==> config.mk <==
export PLATFORM = sky130hd
export DESIGN_NAME = rdseq_cmd_top
export DESIGN_NICKNAME = d
export VERILOG_FILES = /design/src/rtl/rdseq_pkg.sv /design/src/rtl/rdseq_key_cmp.sv /design/src/rtl/rdseq_matcher.sv /design/src/rtl/rdseq_nv_timer.sv /design/src/rtl/rdseq_cmd_top.sv
export SDC_FILE = /design/constraint.sdc
export NUM_CORES = 1
export LEC_CHECK = 0
export BUFFER_PORTS_ARGS = -buffer_cell sky130_fd_sc_hd__buf_2
export CORE_MARGIN = 5
export CORE_UTILIZATION = 50
export CTS_CLUSTER_DIAMETER = 150
export CTS_CLUSTER_SIZE = 12
export DETAILED_ROUTE_END_ITERATION = 6
export HOLD_SLACK_MARGIN = 0.08
export PLACE_DENSITY = 0.73
export RECOVER_POWER = 100
export SLEW_MARGIN = 25
export SYNTH_ARGS = -nofsm -noshare
export SYNTH_HDL_FRONTEND = slang
export SYNTH_SLANG_ARGS = --single-unit
==> constraint.sdc <==
create_clock -name clk -period 3.9 [get_ports clk]
set_input_delay 0.585 -clock clk [delete_from_list [all_inputs] [get_ports clk]]
set_output_delay 0.585 -clock clk [all_outputs]
set_load 0.01 [all_outputs]
==> src/rtl/rdseq_pkg.sv <==
package rdseq_pkg;

    localparam int NUM_PREFIX = 5;
    localparam int KEY_W      = 15;

    localparam logic [KEY_W-1:0] STORE_KEY  = 15'h0FC0;
    localparam logic [KEY_W-1:0] RECALL_KEY = 15'h0C63;

    typedef enum logic [1:0] {
        CMD_NONE   = 2'd0,
        CMD_STORE  = 2'd1,
        CMD_RECALL = 2'd2
    } cmd_e;

    typedef enum logic [1:0] {
        PH_IDLE   = 2'd0,
        PH_ERASE  = 2'd1,
        PH_PROG   = 2'd2,
        PH_RECALL = 2'd3
    } nv_phase_e;

    // prefix address expected at step idx (0-based)
    function automatic logic [KEY_W-1:0] prefix_key(input int unsigned idx);
        logic [KEY_W-1:0] k;
        case (idx)
            0:       k = 15'h0E38;
            1:       k = 15'h31C7;
            2:       k = 15'h03E0;
            3:       k = 15'h3C1F;
            4:       k = 15'h303F;
            default: k = '0;
        endcase
        return k;
    endfunction

endpackage

==> src/rtl/rdseq_key_cmp.sv <==
module rdseq_key_cmp
    import rdseq_pkg::*;
#(
    parameter int ADDR_W = 15
) (
    input  logic [ADDR_W-1:0]     addr,
    output logic [NUM_PREFIX-1:0] prefix_hit,
    output logic                  store_hit,
    output logic                  recall_hit
);

    localparam logic [ADDR_W-1:0] STORE_A  = ADDR_W'(STORE_KEY);
    localparam logic [ADDR_W-1:0] RECALL_A = ADDR_W'(RECALL_KEY);

    for (genvar gi = 0; gi < NUM_PREFIX; gi++) begin : g_prefix
        localparam logic [ADDR_W-1:0] KEY_A = ADDR_W'(prefix_key(gi));
        assign prefix_hit[gi] = (addr == KEY_A);
    end

    assign store_hit  = (addr == STORE_A);
    assign recall_hit = (addr == RECALL_A);

endmodule

==> src/rtl/rdseq_matcher.sv <==
module rdseq_matcher
    import rdseq_pkg::*;
#(
    parameter int ADDR_W = 15
) (
    input  logic                  clk,
    input  logic                  rst_n,
    input  logic                  acc_rd,
    input  logic                  acc_wr,
    input  logic [NUM_PREFIX-1:0] prefix_hit,
    input  logic                  store_hit,
    input  logic                  recall_hit,
    input  logic                  hold,
    output cmd_e                  cmd_req,
    output logic                  store_go,
    output logic                  recall_go
);

    localparam int STEP_W = $clog2(NUM_PREFIX + 1);
    localparam logic [STEP_W-1:0] LAST_STEP = STEP_W'(NUM_PREFIX);

    typedef struct packed {
        logic [STEP_W-1:0] step;
        logic              store_go;
        logic              recall_go;
    } match_state_t;

    match_state_t st_q, st_d;

    always_comb begin
        st_d           = st_q;
        st_d.store_go  = 1'b0;
        st_d.recall_go = 1'b0;
        cmd_req        = CMD_NONE;
        if (!hold && (acc_rd || acc_wr)) begin
            if (acc_wr) begin
                // writes (and rd+wr together) always abort
                st_d.step = '0;
            end else if (st_q.step == LAST_STEP) begin
                if (store_hit) begin
                    cmd_req       = CMD_STORE;
                    st_d.store_go = 1'b1;
                    st_d.step     = '0;
                end else if (recall_hit) begin
                    cmd_req        = CMD_RECALL;
                    st_d.recall_go = 1'b1;
                    st_d.step      = '0;
                end else begin
                    st_d.step = prefix_hit[0] ? STEP_W'(1) : '0;
                end
            end else if (prefix_hit[st_q.step]) begin
                st_d.step = st_q.step + STEP_W'(1);
            end else begin
                st_d.step = prefix_hit[0] ? STEP_W'(1) : '0;
            end
        end
    end

    always_ff @(posedge clk or negedge rst_n) begin
        if (!rst_n) begin
            st_q <= '0;
        end else begin
            st_q <= st_d;
        end
    end

    assign store_go  = st_q.store_go;
    assign recall_go = st_q.recall_go;

    // step counter never passes the last prefix step
    a_r5_step_bound: assert property (@(posedge clk) disable iff (!rst_n)
        st_q.step <= LAST_STEP);

    // an accepted write leaves the pattern at step zero
    a_r4_write_aborts: assert property (@(posedge clk) disable iff (!rst_n)
        (acc_wr && !hold) |=> (st_q.step == '0));

    // while held, the pattern cannot move
    a_r9_hold_freezes: assert property (@(posedge clk) disable iff (!rst_n)
        hold |=> $stable(st_q.step));

    // start pulses are exclusive and last one cycle
    a_r2_pulse_excl: assert property (@(posedge clk) disable iff (!rst_n)
        $onehot0({st_q.store_go, st_q.recall_go}));
    a_r2_pulse_single: assert property (@(posedge clk) disable iff (!rst_n)
        st_q.store_go |=> !st_q.store_go);
    a_r3_pulse_single: assert property (@(posedge clk) disable iff (!rst_n)
        st_q.recall_go |=> !st_q.recall_go);

endmodule

==> src/rtl/rdseq_nv_timer.sv <==
module rdseq_nv_timer
    import rdseq_pkg::*;
#(
    parameter int STORE_ERASE_CYC = 20,
    parameter int STORE_PROG_CYC  = 40,
    parameter int RECALL_CYC      = 30
) (
    input  logic clk,
    input  logic rst_n,
    input  cmd_e cmd_req,
    input  logic store_go,
    input  logic recall_go,
    output logic busy,
    output logic erase_active,
    output logic program_active,
    output logic recall_active
);

    localparam int MAX_A   = (STORE_ERASE_CYC > STORE_PROG_CYC) ? STORE_ERASE_CYC : STORE_PROG_CYC;
    localparam int MAX_CYC = (MAX_A > RECALL_CYC) ? MAX_A : RECALL_CYC;
    localparam int CNT_W   = $clog2(MAX_CYC + 1);

    localparam logic [CNT_W-1:0] ERASE_LD  = CNT_W'(STORE_ERASE_CYC - 1);
    localparam logic [CNT_W-1:0] PROG_LD   = CNT_W'(STORE_PROG_CYC - 1);
    localparam logic [CNT_W-1:0] RECALL_LD = CNT_W'(RECALL_CYC - 1);

    typedef struct packed {
        nv_phase_e        phase;
        logic [CNT_W-1:0] cnt;
    } timer_state_t;

    timer_state_t tm_q, tm_d;

    always_comb begin
        tm_d = tm_q;
        case (tm_q.phase)
            PH_IDLE: begin
                if (cmd_req == CMD_STORE) begin
                    tm_d.phase = PH_ERASE;
                    tm_d.cnt   = ERASE_LD;
                end else if (cmd_req == CMD_RECALL) begin
                    tm_d.phase = PH_RECALL;
                    tm_d.cnt   = RECALL_LD;
                end
            end
            PH_ERASE: begin
                if (tm_q.cnt == '0) begin
                    tm_d.phase = PH_PROG;
                    tm_d.cnt   = PROG_LD;
                end else begin
                    tm_d.cnt = tm_q.cnt - CNT_W'(1);
                end
            end
            PH_PROG, PH_RECALL: begin
                if (tm_q.cnt == '0) begin
                    tm_d.phase = PH_IDLE;
                    tm_d.cnt   = '0;
                end else begin
                    tm_d.cnt = tm_q.cnt - CNT_W'(1);
                end
            end
            default: tm_d = '0;
        endcase
    end

    always_ff @(posedge clk or negedge rst_n) begin
        if (!rst_n) begin
            tm_q <= '0;
        end else begin
            tm_q <= tm_d;
        end
    end

    assign erase_active   = (tm_q.phase == PH_ERASE);
    assign program_active = (tm_q.phase == PH_PROG);
    assign recall_active  = (tm_q.phase == PH_RECALL);
    assign busy           = (tm_q.phase != PH_IDLE);

    // phases are mutually exclusive
    a_r7_phase_excl: assert property (@(posedge clk) disable iff (!rst_n)
        $onehot0({erase_active, program_active, recall_active}));

    // program only ever follows erase
    a_r7_prog_after_erase: assert property (@(posedge clk) disable iff (!rst_n)
        $rose(program_active) |-> $past(erase_active));

    // store pulse coincides with start of erase
    a_r7_erase_on_store: assert property (@(posedge clk) disable iff (!rst_n)
        store_go |-> (erase_active && !$past(busy)));

    // recall pulse coincides with start of recall phase
    a_r8_recall_on_pulse: assert property (@(posedge clk) disable iff (!rst_n)
        recall_go |-> (recall_active && !$past(busy)));

    // busy only rises together with a start pulse
    a_r9_busy_rise: assert property (@(posedge clk) disable iff (!rst_n)
        $rose(busy) |-> (store_go || recall_go));

    // no command is requested while busy
    a_r9_no_cmd_busy: assert property (@(posedge clk) disable iff (!rst_n)
        busy |-> (cmd_req == CMD_NONE));

endmodule

==> src/rtl/rdseq_cmd_top.sv <==
module rdseq_cmd_top
    import rdseq_pkg::*;
#(
    parameter int ADDR_W          = 15,
    parameter int STORE_ERASE_CYC = 20,
    parameter int STORE_PROG_CYC  = 40,
    parameter int RECALL_CYC      = 30
) (
    input  logic              clk,
    input  logic              rst_n,
    input  logic              acc_rd,
    input  logic              acc_wr,
    input  logic [ADDR_W-1:0] acc_addr,
    output logic              store_start,
    output logic              recall_start,
    output logic              busy,
    output logic              erase_active,
    output logic              program_active,
    output logic              recall_active
);

    logic [NUM_PREFIX-1:0] prefix_hit;
    logic                  store_hit;
    logic                  recall_hit;
    cmd_e                  cmd_req;

    rdseq_key_cmp #(.ADDR_W(ADDR_W)) u_cmp (
        .addr       (acc_addr),
        .prefix_hit (prefix_hit),
        .store_hit  (store_hit),
        .recall_hit (recall_hit)
    );

    rdseq_matcher #(.ADDR_W(ADDR_W)) u_match (
        .clk        (clk),
        .rst_n      (rst_n),
        .acc_rd     (acc_rd),
        .acc_wr     (acc_wr),
        .prefix_hit (prefix_hit),
        .store_hit  (store_hit),
        .recall_hit (recall_hit),
        .hold       (busy),
        .cmd_req    (cmd_req),
        .store_go   (store_start),
        .recall_go  (recall_start)
    );

    rdseq_nv_timer #(
        .STORE_ERASE_CYC (STORE_ERASE_CYC),
        .STORE_PROG_CYC  (STORE_PROG_CYC),
        .RECALL_CYC      (RECALL_CYC)
    ) u_timer (
        .clk            (clk),
        .rst_n          (rst_n),
        .cmd_req        (cmd_req),
        .store_go       (store_start),
        .recall_go      (recall_start),
        .busy           (busy),
        .erase_active   (erase_active),
        .program_active (program_active),
        .recall_active  (recall_active)
    );

endmodule

==> flow_metrics.tcl <==
set metrics [dict create \
    outcome "finished clean" \
    ir_drop_v 0.000213 \
    drive_gt1_share_pct 20.7 \
    path_clk_slew_ns 0.08 \
    nFillCells 190 \
    antenna-diode-count 0 \
    tns_ns 0 \
    yosys_warnings 0 \
    synthCells 114 \
    start_util_pct 51.2 \
    antenna_found_initial 0 \
    worst_setup_path_start_kind "register" \
    core-area_sq_mm 0.00192 \
    cp-startpoint "u_timer.tm_q[7]" \
    routed-wl-met3_um 178 \
    met1Wirelength_mm 1.02 \
    period_needed_ns 2.77 \
    synth_top_area_share_pct 33.1 \
    grt_max_degree 14 \
    drcViolationCount 0 \
    path_cells "nor2_1 -> clkinvlp_2 -> nor3_1 -> o21ai_0 -> o31ai_1" \
    dr_wl_met2_mm 1.12 \
    cts-buffers-inserted 3 \
    grt_overflow 0 \
    yosys_register_bits 13 \
    critical-path-top-delay-family "simple AND/OR/NAND/NOR gates" \
    worstReg2RegStart "u_timer.tm_q[7]" \
    cp.required_ns 4.10 \
    slowest_delay_ns 0.88 \
    clockRootBuffer "clkbuf_4" \
    clock_sinks 13 \
    cts_max_path_buffers 2 \
    setup_viol 0 \
    area_delta_synth_final_pct 13.2 \
    place.gp.congestion 0.820 \
    ioPinCount 25 \
    cp_num_buf_inv 1 \
    rows 16 \
    crit_arrival_ns 2.97 \
    grt_pass1_wl_mm 4.05 \
    synth_edf_count 0 \
    cts_hold_buf 0 \
    synth_area_leaders "dfrtp_1, nor2_1, ha_1" \
    tritoncts "built" \
    top_layer "met4" \
    ys_seq_area_share_pct 33.1 \
    dpl.hpwl_mm 1.84 \
    leakagePower_nw 0.466 \
    die_w_um 54.4 \
    die_area_sq_mm 0.00295 \
    nets 163 \
    setup_slack_ns 1.13 \
    post_drt_via_cell_ratio 5.99 \
    hold_path_class "in -> async" \
    hold_viol 0 \
    vias 1001 \
    worstMarginPinSlew_ns 0.980 \
    ys.flop_type "dfrtp_1" \
    portBuffers 24 \
    crit_slowest_cell "nor3_1" \
    maxCapViolCount 0 \
    syn_nets 136 \
    clk-insertion-delay-late_ns 0.28 \
    crit_fanout 10 \
    rsz0062_at_grt "no" \
    htree_levels 1 \
    die_y_um 54.4 \
    cp-end-kind "register" \
    yosys.area.top_type "dfrtp_1" \
    slew_headroom_pct 34.2 \
    ys_async_sr_fraction_pct 100 \
    drt_wl_total_mm 2.36 \
    synth_area_sq_um 983 \
    fmax_ghz 0.361 \
    grt_pass1_vias 926 \
    fin_crit_sh_pct 71.0 \
    routedWlPerCell_um 14.1 \
    ant_nets 0 \
    cts_resized 0 \
    track_usage_pct 18.5 \
    postCtsSetupBuffers 0 \
    yosysUniqueCellTypes 43 \
    drt_pre_antenna_iters 4 \
    clock_skew_ns 0.00140 \
    crit_type "reg -> reg" \
    first_iter_violations 37 \
    power.density_mw_per_mm2 563 \
    syn_area_per_cell_sq_um 8.63 \
    maxSlewViolCount 0 \
    preCtsSetupSlack_ns 1.40 \
]
synth_stat cells (3+ instances only):
cell,instances
nor4_1,6
o21ai_0,4
inv_1,7
ha_1,3
o21ai_1,5
a211oi_1,3
dfrtp_1,13
nand2_1,7
a31oi_1,3
o31ai_1,4
nor3_1,4
a21oi_1,6
nor2_1,14
cell usage in the layout (no fill, tap or decap), types with 2 or more instances in the layout:
master / n
buf_2: 18
nor2_1: 15
dfrtp_1: 13
inv_1: 7
nand2_1: 7
o21ai_0: 7
clkbuf_1: 7
nor4_1: 6
a21oi_1: 6
nor3_1: 5
o31ai_1: 4
a211oi_1: 3
a31oi_1: 3
ha_1: 3
clkbuf_4: 3
or3_1: 2
or4bb_1: 2
and3b_1: 2
nand3_1: 2
o21ai_1: 2
per-stage QoR:
stage | hold slack, ns | total power, mW | std cells | utilization (%) | instance area (sq um)
floorplan | 0.289 | 0.478 | 114 | - | 983
global placement | 0.487 | 0.547 | 163 | 58.0 | 1110
detailed placement | 0.490 | 0.556 | 163 | 58.0 | 1110
CTS | 0.182 | 0.642 | 167 | 59.4 | 1140
global route | 0.383 | 0.685 | 167 | 57.9 | 1110
finish | 0.319 | 0.627 | 167 | 57.9 | 1110
where the power goes:
group          leakage, nW  switching (mW)  total [mW]  internal [mW]
combinational        0.288           0.177       0.304          0.126
clock               0.0150          0.0447      0.0845         0.0398
sequential           0.163          0.0576       0.239          0.182
total                0.466           0.280       0.627          0.348
worst register-to-register path, stage by stage (launching register included):
cell	delay (ns)
dfrtp_1	0.49
nor2_1	0.50
clkinvlp_2	0.45
nor3_1	0.88
o21ai_0	0.26
o31ai_1	0.11
area by class of cell:
type	count	area, sq um	share of cell area [%]
multi-input cells	91	584	52.5
flip-flops and latches	13	325	29.2
repair buffers	24	113	10.1
well taps	27	33.8	3.03
inverters	8	31.3	2.81
clock buffers	4	26.3	2.36
worst paths after layout:
| check | to | slack, ns | cells after the start |
|---|---|---|---|
| max | u_timer.tm_q[5] | 1.13 | 5 |
| min | u_timer.tm_q[6] | 0.32 | 1 |
| max reg2reg | u_timer.tm_q[5] | 1.13 | 5 |
| min reg2reg | u_timer.tm_q[3] | 0.54 | 2 |
| max in group asynchronous | u_timer.tm_q[0] | 3.14 | 1 |
| min in group clk | u_timer.tm_q[3] | 0.54 | 2 |
routing by layer:
metal / track usage (%) / vias up
met4: 9.13 / 0
li1: - / 484
met2: 31.9 / 46
met1: 23.0 / 468
met5: 0 / -
met3: 1.36 / 3
kinds of logic after synthesis:
| kind of cell | after synthesis | share of synthesized area [%] |
|---|---|---|
| compound gates | 33 | 22.9 |
| fa+ha+maj | 3 | 3.82 |
| buf+inv | 10 | 5.60 |
| flops | 13 | 33.1 |
| simple gates | 55 | 34.6 |
registers in the layout, indices dropped and copies added, names as in the netlist:
register and count:
u_timer.tm_q 8, u_match.store_go 1, u_match.st_q 3, u_match.recall_go 1
(Power assumes the default switching activity.)
